[src/rtl/bbc_pkg.sv]
package bbc_pkg;
  typedef enum logic [1:0] {
    SZ_BYTE = 2'd0,
    SZ_WORD = 2'd1,
    SZ_LONG = 2'd2,
    SZ_RSVD = 2'd3
  } acc_size_e;

  typedef struct packed {
    logic       after;
    logic [1:0] size;
    logic       size_chk;
    logic       wr_en;
    logic       rd_en;
    logic       data_en;
    logic       fetch_en;
  } cond_t;

  localparam int unsigned COND_W = $bits(cond_t);

  // low address bits an access of this size spans
  function automatic logic [1:0] span_bits(input logic [1:0] sz);
    case (acc_size_e'(sz))
      SZ_BYTE: span_bits = 2'b00;
      SZ_WORD: span_bits = 2'b01;
      default: span_bits = 2'b11;
    endcase
  endfunction
endpackage

[src/rtl/bbc_chan_match.sv]
module bbc_chan_match
  import bbc_pkg::*;
#(
  parameter int unsigned AW       = 32,
  parameter int unsigned DW       = 32,
  parameter int unsigned ASW      = 8,
  parameter bit          HAS_DATA = 1'b0
) (
  input  logic              acc_valid_i,
  input  logic [AW-1:0]     acc_addr_i,
  input  logic              acc_fetch_i,
  input  logic              acc_write_i,
  input  logic [1:0]        acc_size_i,
  input  logic [ASW-1:0]    acc_asid_i,
  input  logic [DW-1:0]     acc_data_i,
  input  logic [AW-1:0]     base_i,
  input  logic [AW-1:0]     amask_i,
  input  logic [ASW-1:0]    asid_i,
  input  logic [COND_W-1:0] cond_i,
  input  logic              dcmp_en_i,
  input  logic [DW-1:0]     dval_i,
  input  logic [DW-1:0]     dmask_i,
  output logic              hit_o,
  output logic              defer_o
);
  localparam logic [DW-1:0] BYTE_M = {{(DW-8){1'b0}}, 8'hFF};
  localparam logic [DW-1:0] WORD_M = {{(DW-16){1'b0}}, 16'hFFFF};

  cond_t         cond;
  logic [AW-1:0] addr_ign;
  logic          addr_ok, asid_ok, kind_ok, dir_ok, size_ok, data_ok;

  assign cond     = cond_t'(cond_i);
  assign addr_ign = amask_i | {{(AW-2){1'b0}},
                     (cond.size_chk ? 2'b00 : span_bits(acc_size_i))};
  assign addr_ok  = ((acc_addr_i ^ base_i) & ~addr_ign) == '0;
  assign asid_ok  = acc_asid_i == asid_i;
  assign kind_ok  = acc_fetch_i ? cond.fetch_en : cond.data_en;
  assign dir_ok   = acc_write_i ? cond.wr_en : cond.rd_en;
  assign size_ok  = !cond.size_chk || (acc_size_i == cond.size);

  if (HAS_DATA) begin : g_data
    logic [DW-1:0] width_m;
    always_comb begin
      case (acc_size_e'(acc_size_i))
        SZ_BYTE: width_m = BYTE_M;
        SZ_WORD: width_m = WORD_M;
        default: width_m = '1;
      endcase
    end
    assign data_ok = !dcmp_en_i ||
                     (((acc_data_i ^ dval_i) & ~dmask_i & width_m) == '0);
  end else begin : g_nodata
    logic unused_data;
    assign unused_data = ^{dcmp_en_i, dval_i, dmask_i, acc_data_i};
    assign data_ok     = 1'b1;
  end

  assign hit_o   = acc_valid_i & addr_ok & asid_ok & kind_ok & dir_ok
                 & size_ok & data_ok;
  assign defer_o = acc_fetch_i & cond.after;
endmodule

[src/rtl/bbc_chan_ctrl.sv]
module bbc_chan_ctrl (
  input  logic clk_i,
  input  logic rst_ni,
  input  logic hit_i,
  input  logic defer_i,
  input  logic retire_i,
  input  logic clr_i,
  output logic hit_o,
  output logic flag_o
);
  logic pend_q, hit_q, flag_q, fire;

  assign fire = (hit_i & ~defer_i) | (pend_q & retire_i);

  always_ff @(posedge clk_i or negedge rst_ni) begin
    if (!rst_ni) begin
      pend_q <= 1'b0;
      hit_q  <= 1'b0;
      flag_q <= 1'b0;
    end else begin
      hit_q  <= fire;
      flag_q <= fire | (flag_q & ~clr_i);
      // new deferred match outranks the retire that drains the old one
      if (hit_i && defer_i)  pend_q <= 1'b1;
      else if (retire_i)     pend_q <= 1'b0;
    end
  end

  assign hit_o  = hit_q;
  assign flag_o = flag_q;
endmodule

[src/rtl/bus_break_cmp.sv]
module bus_break_cmp
  import bbc_pkg::*;
#(
  parameter int unsigned AW  = 32,
  parameter int unsigned DW  = 32,
  parameter int unsigned ASW = 8
) (
  input  logic            clk_i,
  input  logic            rst_ni,
  input  logic            acc_valid_i,
  input  logic [AW-1:0]   acc_addr_i,
  input  logic            acc_fetch_i,
  input  logic            acc_write_i,
  input  logic [1:0]      acc_size_i,
  input  logic [ASW-1:0]  acc_asid_i,
  input  logic [DW-1:0]   acc_data_i,
  input  logic            retire_i,
  input  logic [AW-1:0]   a_addr_i,
  input  logic [AW-1:0]   a_amask_i,
  input  logic [ASW-1:0]  a_asid_i,
  input  logic [7:0]      a_cond_i,
  input  logic [AW-1:0]   b_addr_i,
  input  logic [AW-1:0]   b_amask_i,
  input  logic [ASW-1:0]  b_asid_i,
  input  logic [7:0]      b_cond_i,
  input  logic            b_dcmp_en_i,
  input  logic [DW-1:0]   b_data_i,
  input  logic [DW-1:0]   b_dmask_i,
  input  logic [1:0]      flag_clr_i,
  output logic [1:0]      hit_o,
  output logic [1:0]      flag_o,
  output logic            brk_o
);
  localparam int unsigned NCH     = 2;
  localparam int unsigned DATA_CH = 1;

  logic [AW-1:0]     base_w  [NCH];
  logic [AW-1:0]     amask_w [NCH];
  logic [ASW-1:0]    asid_w  [NCH];
  logic [COND_W-1:0] cond_w  [NCH];
  logic              dcmp_w  [NCH];
  logic [DW-1:0]     dval_w  [NCH];
  logic [DW-1:0]     dmask_w [NCH];

  assign base_w[0]  = a_addr_i;
  assign amask_w[0] = a_amask_i;
  assign asid_w[0]  = a_asid_i;
  assign cond_w[0]  = a_cond_i;
  assign dcmp_w[0]  = 1'b0;
  assign dval_w[0]  = '0;
  assign dmask_w[0] = '0;

  assign base_w[1]  = b_addr_i;
  assign amask_w[1] = b_amask_i;
  assign asid_w[1]  = b_asid_i;
  assign cond_w[1]  = b_cond_i;
  assign dcmp_w[1]  = b_dcmp_en_i;
  assign dval_w[1]  = b_data_i;
  assign dmask_w[1] = b_dmask_i;

  for (genvar g = 0; g < NCH; g++) begin : g_ch
    logic m_hit, m_defer;

    bbc_chan_match #(
      .AW(AW), .DW(DW), .ASW(ASW), .HAS_DATA(g == DATA_CH)
    ) u_match (
      .acc_valid_i (acc_valid_i),
      .acc_addr_i  (acc_addr_i),
      .acc_fetch_i (acc_fetch_i),
      .acc_write_i (acc_write_i),
      .acc_size_i  (acc_size_i),
      .acc_asid_i  (acc_asid_i),
      .acc_data_i  (acc_data_i),
      .base_i      (base_w[g]),
      .amask_i     (amask_w[g]),
      .asid_i      (asid_w[g]),
      .cond_i      (cond_w[g]),
      .dcmp_en_i   (dcmp_w[g]),
      .dval_i      (dval_w[g]),
      .dmask_i     (dmask_w[g]),
      .hit_o       (m_hit),
      .defer_o     (m_defer)
    );

    bbc_chan_ctrl u_ctrl (
      .clk_i    (clk_i),
      .rst_ni   (rst_ni),
      .hit_i    (m_hit),
      .defer_i  (m_defer),
      .retire_i (retire_i),
      .clr_i    (flag_clr_i[g]),
      .hit_o    (hit_o[g]),
      .flag_o   (flag_o[g])
    );
  end

  assign brk_o = |hit_o;
endmodule

[config.mk]
export PLATFORM = sky130hd
export DESIGN_NAME = bus_break_cmp
export DESIGN_NICKNAME = d
export VERILOG_FILES = /design/src/rtl/bbc_pkg.sv /design/src/rtl/bbc_chan_match.sv /design/src/rtl/bbc_chan_ctrl.sv /design/src/rtl/bus_break_cmp.sv
export SDC_FILE = /design/constraint.sdc
export NUM_CORES = 1
export LEC_CHECK = 0
export ABC_AREA = 1
export CORE_AREA = 2 2 122 124
export CTS_BUF_LIST = sky130_fd_sc_hd__clkbuf_2
export CTS_CLUSTER_SIZE = 40
export DETAILED_ROUTE_END_ITERATION = 12
export DIE_AREA = 0 0 124 126
export GPL_ROUTABILITY_DRIVEN = 0
export SYNTH_ARGS = -nofsm -noshare
export SYNTH_HDL_FRONTEND = slang
export SYNTH_SLANG_ARGS = --single-unit
[constraint.sdc]
create_clock -name clk_i -period 1.85 [get_ports clk_i]
set_input_delay 0.4625 -clock clk_i [delete_from_list [all_inputs] [get_ports clk_i]]
set_output_delay 0.4625 -clock clk_i [all_outputs]
set_load 0.03 [all_outputs]
======== Word-level counts from Yosys, hierarchy flattened ========
Cells that the tools add are included.
operators by class
  bitwise gates (word level) .............. 39
  mux-type cells .......................... 11
  equal/unequal tests ..................... 5
  reductions and logical operators ........ 15
operator list
  operator              count
  $and A32 B32 Y32      4
  $logic_not A32 Y1     3
  $not A32 Y32          3
  $xor A32 B32 Y32      3
  $or A32 B2 Y32        2
  $pmux W32 S2          1
  $and A1 B1 Y1         19
  $eq A8 B8 Y1          2
  $mux W1               7
  $eq A2 B2 Y1          2
  $mux W2               2
  $not A1 Y1            4
  $or A1 B1 Y1          4
  $pmux W2 S2           1
  $reduce_bool A2 Y1    2
  $logic_not A1 Y1      3
  $logic_or A1 B1 Y1    3
  $eq A2 B1 Y1 const B  1
  $logic_and A1 B1 Y1   2
  $logic_not A2 Y1      1
  $reduce_or A2 Y1      1
storage, ports and cells
  word-level logic and storage cells ...... 76
  bits in registers ....................... 6
  output and inout port bits .............. 5
  input bits .............................. 307

======== Depth between registers and ports, before layout ========
  word-level depth ........................ 16
  gate-level depth with buffers ........... 12
  depth with buffers taken out ............ 12

======== Cells and area by module ========
From an unflattened synthesis, not the netlist that was laid out.
second synthesis, totals
  cells, all modules ...................... 616
  area total of the unflattened synthesis .. 2895.3 sq um
by module, submodules not included
  module                             area each (sq um)  cells each  instances  sequential area each (sq um)
  bbc_chan_match at g_ch[1].u_match  1741.7             386         1          0.0
  bbc_chan_match at g_ch[0].u_match  885.8              200         1          0.0
  bbc_chan_ctrl                      126.4              13          2          75.1
  bus_break_cmp                      15.0               4           1          0.0

======== Worst setup path before layout ========
OpenSTA, ideal clock, no wires.
  path type ............................... input -> register
  start point ............................. in b_data_i[8]
  end point ............................... reg g_ch[1].u_ctrl.flag_q
  setup time .............................. 0.068 ns
  slack ................................... 0.476 ns
  stages .................................. 10
  data arrival time ....................... 1.305 ns
  data required time ...................... 1.782 ns
  buffers on the path ..................... 0
  cells stage by stage .................... or2_2 -> nand3_1 -> nand2_1 -> nor2_1 -> nand2_1 -> nor2_1 -> nand2_1 -> nand2_1 -> nand3_1 -> nand3_1
between the ends
  longest elaborated chain between the ends .. 9
ends and longest elaborated chain
  item                           RTL line              source
  start: declaration             bus_break_cmp.sv:27   input logic [DW-1:0] b_data_i,
  $xor A32 B32 Y32               bbc_chan_match.sv:52  (((acc_data_i ^ dval_i) & ~dmask_i & width_m) == '0);
  $and A32 B32 Y32 (2 in a row)  bbc_chan_match.sv:52
  $logic_not A32 Y1              bbc_chan_match.sv:52
  $logic_or A1 B1 Y1             bbc_chan_match.sv:51  assign data_ok = !dcmp_en_i ||
  $and A1 B1 Y1                  bbc_chan_match.sv:60  & size_ok & data_ok;
  $and A1 B1 Y1                  bbc_chan_ctrl.sv:13   assign fire = (hit_i & ~defer_i) | (pend_q & retire_i);
  $or A1 B1 Y1                   bbc_chan_ctrl.sv:13
  $or A1 B1 Y1                   bbc_chan_ctrl.sv:22   flag_q <= fire | (flag_q & ~clr_i);
  end signal: assignment         bbc_chan_ctrl.sv:22
  end: declaration               bbc_chan_ctrl.sv:11   logic pend_q, hit_q, flag_q, fire;
Every way passes these cells.
A chain may end at the register's enable or synchronous reset.

======== Final worst setup path ========
  start point ............................. in acc_data_i[29]
  end point ............................... reg g_ch[1].u_ctrl.flag_q
between the ends
  longest elaborated chain between the ends .. 9
ends and longest elaborated chain
  item                           RTL line              source
  start: declaration             bus_break_cmp.sv:16   input logic [DW-1:0] acc_data_i,
  $xor A32 B32 Y32               bbc_chan_match.sv:52
  $and A32 B32 Y32 (2 in a row)  bbc_chan_match.sv:52
  $logic_not A32 Y1              bbc_chan_match.sv:52
  $logic_or A1 B1 Y1             bbc_chan_match.sv:51
  $and A1 B1 Y1                  bbc_chan_match.sv:60
  $and A1 B1 Y1                  bbc_chan_ctrl.sv:13
  $or A1 B1 Y1                   bbc_chan_ctrl.sv:13
  $or A1 B1 Y1                   bbc_chan_ctrl.sv:22
Every way passes these cells.

==> metrics.cfg <==
[critical_path]
rrSetupSlack_ns=1.20
arrival_ns=1.90
cp-start-kind=input port
crit_path_end_kind=flop
critical_path_class=in -> reg
ff2ff_path_depth=2
required_ns=2.01
path_max_fanout=2

[timing]
fmax_ghz=0.577
clock_skew_ns=0.00370
period_needed_ns=1.73
worst_pin_slew_ns=0.360
maxSlewViolCount=0
finalSetupViolCount=0
hold_ws_ns=0.484
post-route-period-util=0.937
finalHoldViolCount=0
setup_slack_ns=0.116
max_slew_margin=0.759

[detailed_routing]
firstDrtPassIters=6
postRouteAntennaNets=0
wl_per_cell_um=12.4
drc=0
drtIter0Drc=88
vias=4296
viasPerCell=4.00
routed_wl_um=13300

[cells_and_area]
multi_input_area_um2=2180
antennaDiodeCount=0
register_area_um2=150
final_util=0.437
n_fill_cell=1536
fin_area_um2=6250
final_nets=1198
area_growth_pct=138
drive_gt1_frac=0.0529

[power_and_ir_drop]
p_leak_nw=3.16
power_w=0.00141
power-per-cell-area_nw_per_um2=226
ir_worst_vdd_mv=0.104

[floorplan]
start_util=0.184
die_area_um2=15600
die_w_um=124
ios=312
chipHeight_um=126
core_um2=14300
rows=44

[status]
status=completed

[clock_network]
root_buffer=clkbuf_2
cts.htree.levels=1
tritoncts=yes
clock-sinks=6
clk_latency_ns=0.22
numCtsBuffers=3
clkTransAtPathRegs_ns=0.06
cts_max_path_buffers=2
cts_setup_buffers=0

[grt]
grt_pass1_wl_um=19800
grt_pass1_vias=4137
track_usage=0.161
grt_max_degree=11
gr-total-overflow=0
antenna_found_initial=0

[yosys]
syn_avg_cell_area_um2=4.70
syn_area_um2=2630
postSynthCellCount=560
synth_fp_nets=867
yosys_warnings=0
yosysUniqueCellTypes=25
seq_area_frac_synth=0.0571
ys_ff_latch=6

[min_path]
hold_class=reg -> reg
holdPathStages=2

[place]
dp_hpwl_um=12400
port_buffers=311
dpl_cell_area_um2=6080
post-place-ws_ns=-0.296

[job]
max_cap_violations=0

## logic make-up (layout without fill, tap and decap cells)
group / Yosys count / in the layout / synth area share
compound gates: 44 / 44 / 0.0880
xor+xnor: 29 / 29 / 0.0965
buf+inv: 84 / 413 / 0.133
flops: 6 / 6 / 0.0571
simple gates: 397 / 397 / 0.625
## state kept, by name, summed over array words and instances, names as in the netlist
signal              cells
g_ch.u_ctrl.pend_q      2
g_ch.u_ctrl.hit_o       2
g_ch.u_ctrl.flag_o      2
## through the flow
step / TNS (ns) / instances
floorplan: 0 / 560
global placement: -1.37 / 1069
detailed placement: -1.49 / 1069
CTS: 0 / 1073
global route: -0.00464 / 1073
finish: 0 / 1073
## layer usage
layer	track usage	routed length [µm]
met1	0.174	5000
met2	0.312	6740
met3	0.0412	1400
met4	0.0278	197
met5	0	0
## final cells by class
type,count,area share
Tap cell,184,0.0368
Clock buffer,3,0.00240
Multi-Input combinational cell,470,0.349
Sequential cell,6,0.0240
Timing Repair Buffer,332,0.540
Inverter,78,0.0476
## cells in the final DEF (no fill, tap or decap), drive strengths merged
cell type | netlist | final
nand4 | 9 | 9
o21ai | 21 | 21
or2 | 12 | 12
o22ai | 3 | 3
nor2 | 126 | 126
bufbuf | 0 | 1
dlymetal6s2s | 0 | 29
inv | 78 | 78
nand2 | 209 | 209
buf | 6 | 20
dfrtp | 6 | 6
nand3b | 12 | 12
a21boi | 1 | 1
nor3 | 5 | 5
clkbuf | 0 | 3
dlygate4sd2 | 0 | 4
xor2 | 5 | 5
clkdlybuf4s50 | 0 | 278
nand3 | 24 | 24
a21oi | 17 | 17
o211ai | 2 | 2
xnor2 | 24 | 24
## worst paths after layout
| check | startpoint | end |
|---|---|---|
| worst max-delay path | acc_data_i[29] | g_ch[1].u_ctrl.flag_o$_DFF_PN0_ |
| worst min-delay path | g_ch[1].u_ctrl.pend_q$_DFFE_PN0P_ | g_ch[1].u_ctrl.pend_q$_DFFE_PN0P_ |
| worst max register to register | g_ch[1].u_ctrl.flag_o$_DFF_PN0_ | g_ch[1].u_ctrl.flag_o$_DFF_PN0_ |
| worst min register to register | g_ch[1].u_ctrl.pend_q$_DFFE_PN0P_ | g_ch[1].u_ctrl.pend_q$_DFFE_PN0P_ |
| max in group asynchronous | rst_ni | g_ch[0].u_ctrl.pend_q$_DFFE_PN0P_ |
| min in group asynchronous | rst_ni | g_ch[1].u_ctrl.flag_o$_DFF_PN0_ |
## power by group
part	leakage (nW)	switching (W)	internal (W)
logic	3.06	0.000403	0.000787
clock network	0.0125	0.0000454	0.0000439
registers	0.0839	0.0000000000143	0.000131
## synthesized netlist by cell type
master	number	area (µm²)
buf_4	4	30.0
xnor2_1	24	210
o211ai_1	2	15.0
nand2_8	1	20.0
nand4_1	9	56.3
nand3_1	24	120
o22ai_1	3	18.8
nor3_1	5	25.0
o21ai_0	19	95.1
or2_1	6	37.5
nand3b_1	12	90.1
nor2_1	124	465
o21ai_1	2	10.0
xor2_1	5	43.8
or2_0	3	18.8
a21boi_0	1	7.51
a21oi_1	17	85.1
inv_2	2	7.51
or2_2	3	18.8
inv_6	1	8.76
dfrtp_1	6	150
nor2_2	2	12.5
nand2_1	208	781
inv_1	75	282
buf_6	2	22.5
## worst max-delay path, cell delays in order
cell and delay (ns):
clkdlybuf4s50_1 0.45, or2_1 0.23, nand3_1 0.09, nand2_1 0.05, nor2_1 0.08, nand2_1 0.08, nor2_2 0.14, nand2_1 0.08
nand2_1 0.09, nand3_2 0.09, nand3_2 0.06
## timing repair
item | in CTS | in global routing
gates resized for setup | 9 | 43
endpoints found under the hold margin | 0 | 0
endpoints found under the setup margin | 5 | 6
pin swaps | 2 | 22
cloned | 1 | 0
hold buffers | 0 | 0
(Power assumes the default switching activity.)
